$ cat src/rtl/fwd_pkg.sv
package fwd_pkg;

   typedef enum logic [1:0] {
      FWD_RF    = 2'b00,
      FWD_LATE  = 2'b01,
      FWD_EARLY = 2'b10,
      FWD_RSVD  = 2'b11
   } fwd_sel_e;

   localparam int NUM_OPS = 2;

endpackage

$ cat src/rtl/fwd_match.sv
module fwd_match #(
   parameter int REG_W = 5
) (
   input  logic [REG_W-1:0] src_idx,
   input  logic [REG_W-1:0] dst_idx,
   input  logic             dst_wen,
   output logic             hit
);
   logic dst_live;
   assign dst_live = dst_wen && (dst_idx != '0);
   assign hit      = dst_live && (dst_idx == src_idx);
endmodule

$ cat src/rtl/fwd_select.sv
module fwd_select
   import fwd_pkg::*;
(
   input  logic     hit_early,
   input  logic     hit_late,
   output fwd_sel_e sel
);
   always_comb begin
      if (hit_early)     sel = FWD_EARLY;
      else if (hit_late) sel = FWD_LATE;
      else               sel = FWD_RF;
   end
endmodule

$ cat src/rtl/fwd_opmux.sv
module fwd_opmux #(
   parameter int DATA_W    = 32,
   parameter int MUX_STYLE = 0
) (
   input  logic [1:0]        sel,
   input  logic [DATA_W-1:0] rf_val,
   input  logic [DATA_W-1:0] early_val,
   input  logic [DATA_W-1:0] late_val,
   output logic [DATA_W-1:0] op_val
);
   generate
      if (MUX_STYLE == 0) begin : g_case
         always_comb begin
            case (sel)
               2'b10:   op_val = early_val;
               2'b01:   op_val = late_val;
               default: op_val = rf_val;
            endcase
         end
      end else begin : g_andor
         logic pick_e, pick_l, pick_r;
         assign pick_e = sel[1] & ~sel[0];
         assign pick_l = sel[0] & ~sel[1];
         assign pick_r = ~(pick_e | pick_l);
         assign op_val = ({DATA_W{pick_e}} & early_val)
                       | ({DATA_W{pick_l}} & late_val)
                       | ({DATA_W{pick_r}} & rf_val);
      end
   endgenerate
endmodule

$ cat src/rtl/fwd_unit.sv
module fwd_unit
   import fwd_pkg::*;
#(
   parameter int DATA_W    = 32,
   parameter int REG_CNT   = 32,
   parameter int MUX_STYLE = 0,
   localparam int REG_W    = $clog2(REG_CNT)
) (
   input  logic [REG_W-1:0]  src_a_idx,
   input  logic [REG_W-1:0]  src_b_idx,
   input  logic [REG_W-1:0]  exm_dst,
   input  logic              exm_wen,
   input  logic [DATA_W-1:0] exm_res,
   input  logic [REG_W-1:0]  mwb_dst,
   input  logic              mwb_wen,
   input  logic [DATA_W-1:0] mwb_res,
   input  logic [DATA_W-1:0] rf_a_data,
   input  logic [DATA_W-1:0] rf_b_data,
   output logic [1:0]        sel_a,
   output logic [1:0]        sel_b,
   output logic [DATA_W-1:0] op_a,
   output logic [DATA_W-1:0] op_b
);
   generate
      if (REG_CNT < 2 || (REG_CNT & (REG_CNT - 1)) != 0) begin : g_bad_regs
         $error("fwd_unit: REG_CNT must be a power of two of at least 2");
      end
      if (DATA_W < 1) begin : g_bad_width
         $error("fwd_unit: DATA_W must be positive");
      end
      if (MUX_STYLE < 0 || MUX_STYLE > 1) begin : g_bad_style
         $error("fwd_unit: MUX_STYLE must be 0 or 1");
      end
   endgenerate

   logic [REG_W-1:0]  src_v [NUM_OPS];
   logic [DATA_W-1:0] rf_v  [NUM_OPS];
   logic [1:0]        sel_v [NUM_OPS];
   logic [DATA_W-1:0] op_v  [NUM_OPS];

   assign src_v[0] = src_a_idx;
   assign src_v[1] = src_b_idx;
   assign rf_v[0]  = rf_a_data;
   assign rf_v[1]  = rf_b_data;

   generate
      for (genvar g = 0; g < NUM_OPS; g++) begin : g_op
         logic     hit_e, hit_l;
         fwd_sel_e sel_e;

         fwd_match #(.REG_W(REG_W)) u_match_early (
            .src_idx (src_v[g]),
            .dst_idx (exm_dst),
            .dst_wen (exm_wen),
            .hit     (hit_e)
         );

         fwd_match #(.REG_W(REG_W)) u_match_late (
            .src_idx (src_v[g]),
            .dst_idx (mwb_dst),
            .dst_wen (mwb_wen),
            .hit     (hit_l)
         );

         fwd_select u_select (
            .hit_early (hit_e),
            .hit_late  (hit_l),
            .sel       (sel_e)
         );

         assign sel_v[g] = sel_e;

         fwd_opmux #(.DATA_W(DATA_W), .MUX_STYLE(MUX_STYLE)) u_mux (
            .sel       (sel_v[g]),
            .rf_val    (rf_v[g]),
            .early_val (exm_res),
            .late_val  (mwb_res),
            .op_val    (op_v[g])
         );
      end
   endgenerate

   assign sel_a = sel_v[0];
   assign sel_b = sel_v[1];
   assign op_a  = op_v[0];
   assign op_b  = op_v[1];
endmodule

$ cat config.mk
export PLATFORM = sky130hd
export DESIGN_NAME = fwd_unit
export DESIGN_NICKNAME = d
export VERILOG_FILES = /design/src/rtl/fwd_pkg.sv /design/src/rtl/fwd_match.sv /design/src/rtl/fwd_select.sv /design/src/rtl/fwd_opmux.sv /design/src/rtl/fwd_unit.sv
export SDC_FILE = /design/constraint.sdc
export NUM_CORES = 1
export LEC_CHECK = 0
export ABC_AREA = 1
export CORE_AREA = 2 2 85 87
export DETAILED_ROUTE_END_ITERATION = 8
export DIE_AREA = 0 0 87 89
export DONT_BUFFER_PORTS = 1
export MAX_ROUTING_LAYER = met4
export PLACE_DENSITY = 0.55
export RECOVER_POWER = 100
export SLEW_MARGIN = 40
export SYNTH_ARGS = -nofsm -noshare
export SYNTH_HDL_FRONTEND = slang
export SYNTH_SLANG_ARGS = --single-unit
$ cat constraint.sdc
create_clock -name vclk -period 0.9
set_input_delay 0 -clock vclk [all_inputs]
set_output_delay 0 -clock vclk [all_outputs]
set_load 0.05 [all_outputs]
# Yosys cells after proc, flatten, opt, wreduce, memory -nomap -nowiden
# Index checks and enable logic that the tools add are counted.
# totals
word_cells	22
output_inout_bits	68
reg_bits	0
inputBits	150
# op_classes
n_reduce_logical	8
eq_ne	8
n_mux	6
# op_table
operator	n
$pmux 32 s2	2
$eq 5x5->1	4
$reduce_bool 5->1	2
$logic_and 1x1->1	6
$eq 2x1->1 const B	2
$eq 2x2->1 const B	2
$mux 2	2
$mux 1	2

# Depth between registers and ports, before layout
# depth
ltp_word	7
depth_mapped	10

# Cells and area by module
# A second synthesis with hierarchy kept.
# hier_totals
cells_unflattened	542
area_unflattened_um2	2257.2
# modules_own_cells
module	area_each_um2	seq_area_each_um2	n_inst	cells_per_inst
fwd_opmux	878.3	0.0	2	210
fwd_match	116.4	0.0	4	29
fwd_select	17.5	0.0	2	3

# Least setup slack after synthesis
# Ideal clock, no wire load.
# synth_timing
path_type	input port to output port
startpoint	in mwb_dst[0]
endpoint	out sel_b[0]
t_required_ns	0.900
path_stages	7
slack_ns	-0.505
arrival_time_ns	1.405
n_path_buf	2
cell_sequence	buf_4 xnor2_1 nand2_1 nor2_2 nand3_4 buf_4 nor2_1
# synth_between
elab_chain_len	5
elab_cells_between_ends	6
classes_between	eq/ne (1); mux (2); reduce/logical (3)
# synth_lines
element	line_no	rtl
start, declared	fwd_unit.sv:14	input logic [REG_W-1:0] mwb_dst,
$reduce_bool 5->1	fwd_match.sv:10	assign dst_live = dst_wen && (dst_idx != '0);
$logic_and 1x1->1	fwd_match.sv:10	
$logic_and 1x1->1 *	fwd_match.sv:11	assign hit = dst_live && (dst_idx == src_idx);
$mux 1 *	fwd_select.sv:10	else if (hit_late) sel = FWD_LATE;
$mux 2 *	fwd_select.sv:9	if (hit_early) sel = FWD_EARLY;
end, declared	fwd_unit.sv:20	output logic [1:0] sel_b,
# Mark *: on every way between the ends. The rest lies on a longest branch, timed or not.

# Final worst setup path
# layout_timing
startpoint	in exm_dst[4]
endpoint	out op_b[9]
# layout_between
elab_chain_len	6
elab_cells_between_ends	8
classes_between	eq/ne (3); mux (2); reduce/logical (3)
# layout_lines
element	line_no	rtl
start, declared	fwd_unit.sv:11	input logic [REG_W-1:0] exm_dst,
$reduce_bool 5->1	fwd_match.sv:10	
$logic_and 1x1->1	fwd_match.sv:10	
$logic_and 1x1->1 *	fwd_match.sv:11	
$mux 2 *	fwd_select.sv:9	
$eq 2x1->1 or $eq 2x2->1 (tied branches)	fwd_opmux.sv:14	case (sel)
$pmux 32 s2 *	fwd_opmux.sv:14	
end, declared	fwd_unit.sv:22	output logic [DATA_W-1:0] op_b
# Marked as above.

==> metrics.txt <==
outcome=finished with violations; failing checks=negative setup slack; simple-gate portion of the synthesized area=0.781; n_diodes=0; Synth area leader=nand3_1; final cycle utilization of the critical path=1.23; core area=0.00672 sq mm; die width=87 um; sequential area share after synthesis=0; clock buffers=0; antenna violations before repair=0; Hold Vio Cnt, Final=0; sequential share of power=0; switching share of power=0.665; cell mode on critical path=nand3_4; Max Clk Rate=900 MHz; Setup WS post-layout=-211 ps; Synth area leaders=nand3_1 49%, nand2_1 20%, buf_6 5.7%; NumNets Final=562; Port Buffers=0; PwrDens=433 mW/mm^2; Comb pwr share=1.000; power share of the clock group=0; overall routing resource usage=0.229; drt wl/cell=24.3 um; Finished Core Util=0.733; largest net degree at the start of global routing=35; Pre-antenna DRT Iters=4; distinct cell type count after synthesis=17; Setup crit start=exm_dst[4]; Cell Count, Final, Fillers Out=490; RSZ-0062 raised after global routing=yes; post-synthesis compound-gate area fraction=0; synthesized cell area=0.00199 sq mm; Post-CTS Hold Buffers=0; vias in the first global route=2,802; leakage=0.00213 uW; DP Wirelength=7120 um; Final ANT Viol Nets=0; first-pass GRT wire length=14,100 um; Worst path slowest cell=nor2_1; Avg Inst Size Synth=5.09 sq um; Rows=30; Syn Inst Count=390; Worst Path Required=900 ps; Pins Over Slew Limit=0; crit start category=primary input; synthesized net count=540; post-synthesis mux area share=0; GP Congestion=0.811; Min-Delay Path Class=in2out; worst-path maximum fanout=6; Tightest Pin Transition=203 ps; die height=89 um; Routed WL=11,900 um; num ports=218; Worst VDD drop=0.240 mV; Ys Warns=0; DRC=0; Area after DPL=0.00329 sq mm; XOR/XNOR Fraction of Synth Area=0.0529; number of sequential cells=0; WS Path Type=in2out; Area Overhead vs Synth=148%; Reg area=0 sq um; number of max-cap violations=0; crit path capture type=output pin; Cell Chain, Critical Path=xor2_1, nor2_1, nand3_4, buf_6, clkinv_8, clkbuf_16, nand2_1, nand3_4; relative slew slack=0.864; Final Cell Area=0.00492 sq mm; switching power=1420 uW; Inst Count DP=458; TNS Setup=-11,500 ps; post-DR vias/cell=6.34; setup violators final=68; initial DRC count=112; share of cells above drive strength 1=0.802; die footprint=0.00774 sq mm; most frequent cell after synthesis=nand3_1; Synth Area in Adders=0; largest family of logic cells by synthesized area=simple AND/OR/NAND/NOR gates; Place WS=-278 ps; Initial Utilization=0.296; worst hold start=exm_res[25]; crit path DAT=1110 ps; Synth top area share=0.489; max incr delay on CP=190 ps; cell-internal power=715 uW; vias post-DR=3,106; Filler cells=468; total gr overflow=0; synth cell count leaders=194 x nand3_1, 105 x nand2_1, 14 x buf_2; crit path time final=1110 ps
==> cell usage in the layout (no fill, tap or decap), types with 2 or more instances in the layout <==
cell / instances
buf_12: 23
buf_16: 2
buf_4: 3
buf_6: 10
clkbuf_16: 16
clkinv_8: 2
inv_2: 7
inv_4: 2
inv_6: 2
inv_8: 2
nand2_1: 45
nand2_2: 35
nand2_4: 26
nand3_1: 25
nand3_2: 82
nand3_4: 93
nor2_1: 4
nor2_2: 5
nor2_4: 9
xnor2_4: 5
xor2_1: 5
==> timing repair <==
item	CTS	global route
buffers inserted	7	5
cloned	3	20
setup endpoints to repair	68	68
pin swaps	61	47
resized for setup	114	136
==> power groups by stage <==
stage	Clock (uW)	Combinational, uW	Sequential, uW
after global placement	0	1740	0
after detailed placement	0	1750	0
final	0	2130	0
after global routing	0	2230	0
after floorplan	0	1600	0
after CTS	0	1950	0
==> per-stage QoR <==
step | total power, uW | hold slack, ps
detailed placement | 1750 | 209
floorplan | 1600 | 203
global placement | 1740 | 206
global route | 2230 | 170
CTS | 1950 | 190
finish | 2130 | 165
==> final cells by class <==
class,count,area [sq um],share of cell area
multi-input combinational,338,3630,0.737
timing repair buffer,55,1070,0.216
inverter,17,131,0.0267
tap,80,100,0.0203
==> critical path: cells and delay by family <==
kind	cells	cell delay [ps]
xor+xnor	1	140
buf+inv	3	390
simple gates	4	560
==> final timing paths <==
| kind | endpoint | slack, ps | cells after the start |
|---|---|---|---|
| worst max-delay path | op_b[9] | -210 | 8 |
| worst min-delay path | op_a[25] | 170 | 2 |
==> kinds of logic (layout without fill, tap and decap cells) <==
kind of cell	after synthesis	in the layout
and+or+nand+nor	326	326
buffers and inverters	52	72
xor gates and xnor gates	12	12
==> layer usage <==
metal	part of all wire	track usage	wire length [um]
met4	0.012	0.0313	146
met5	0	-	0
met3	0.076	0.0268	902
met1	0.38	0.277	4500
met2	0.53	0.416	6370
No activity file was read; power rests on OpenSTA's default activity.
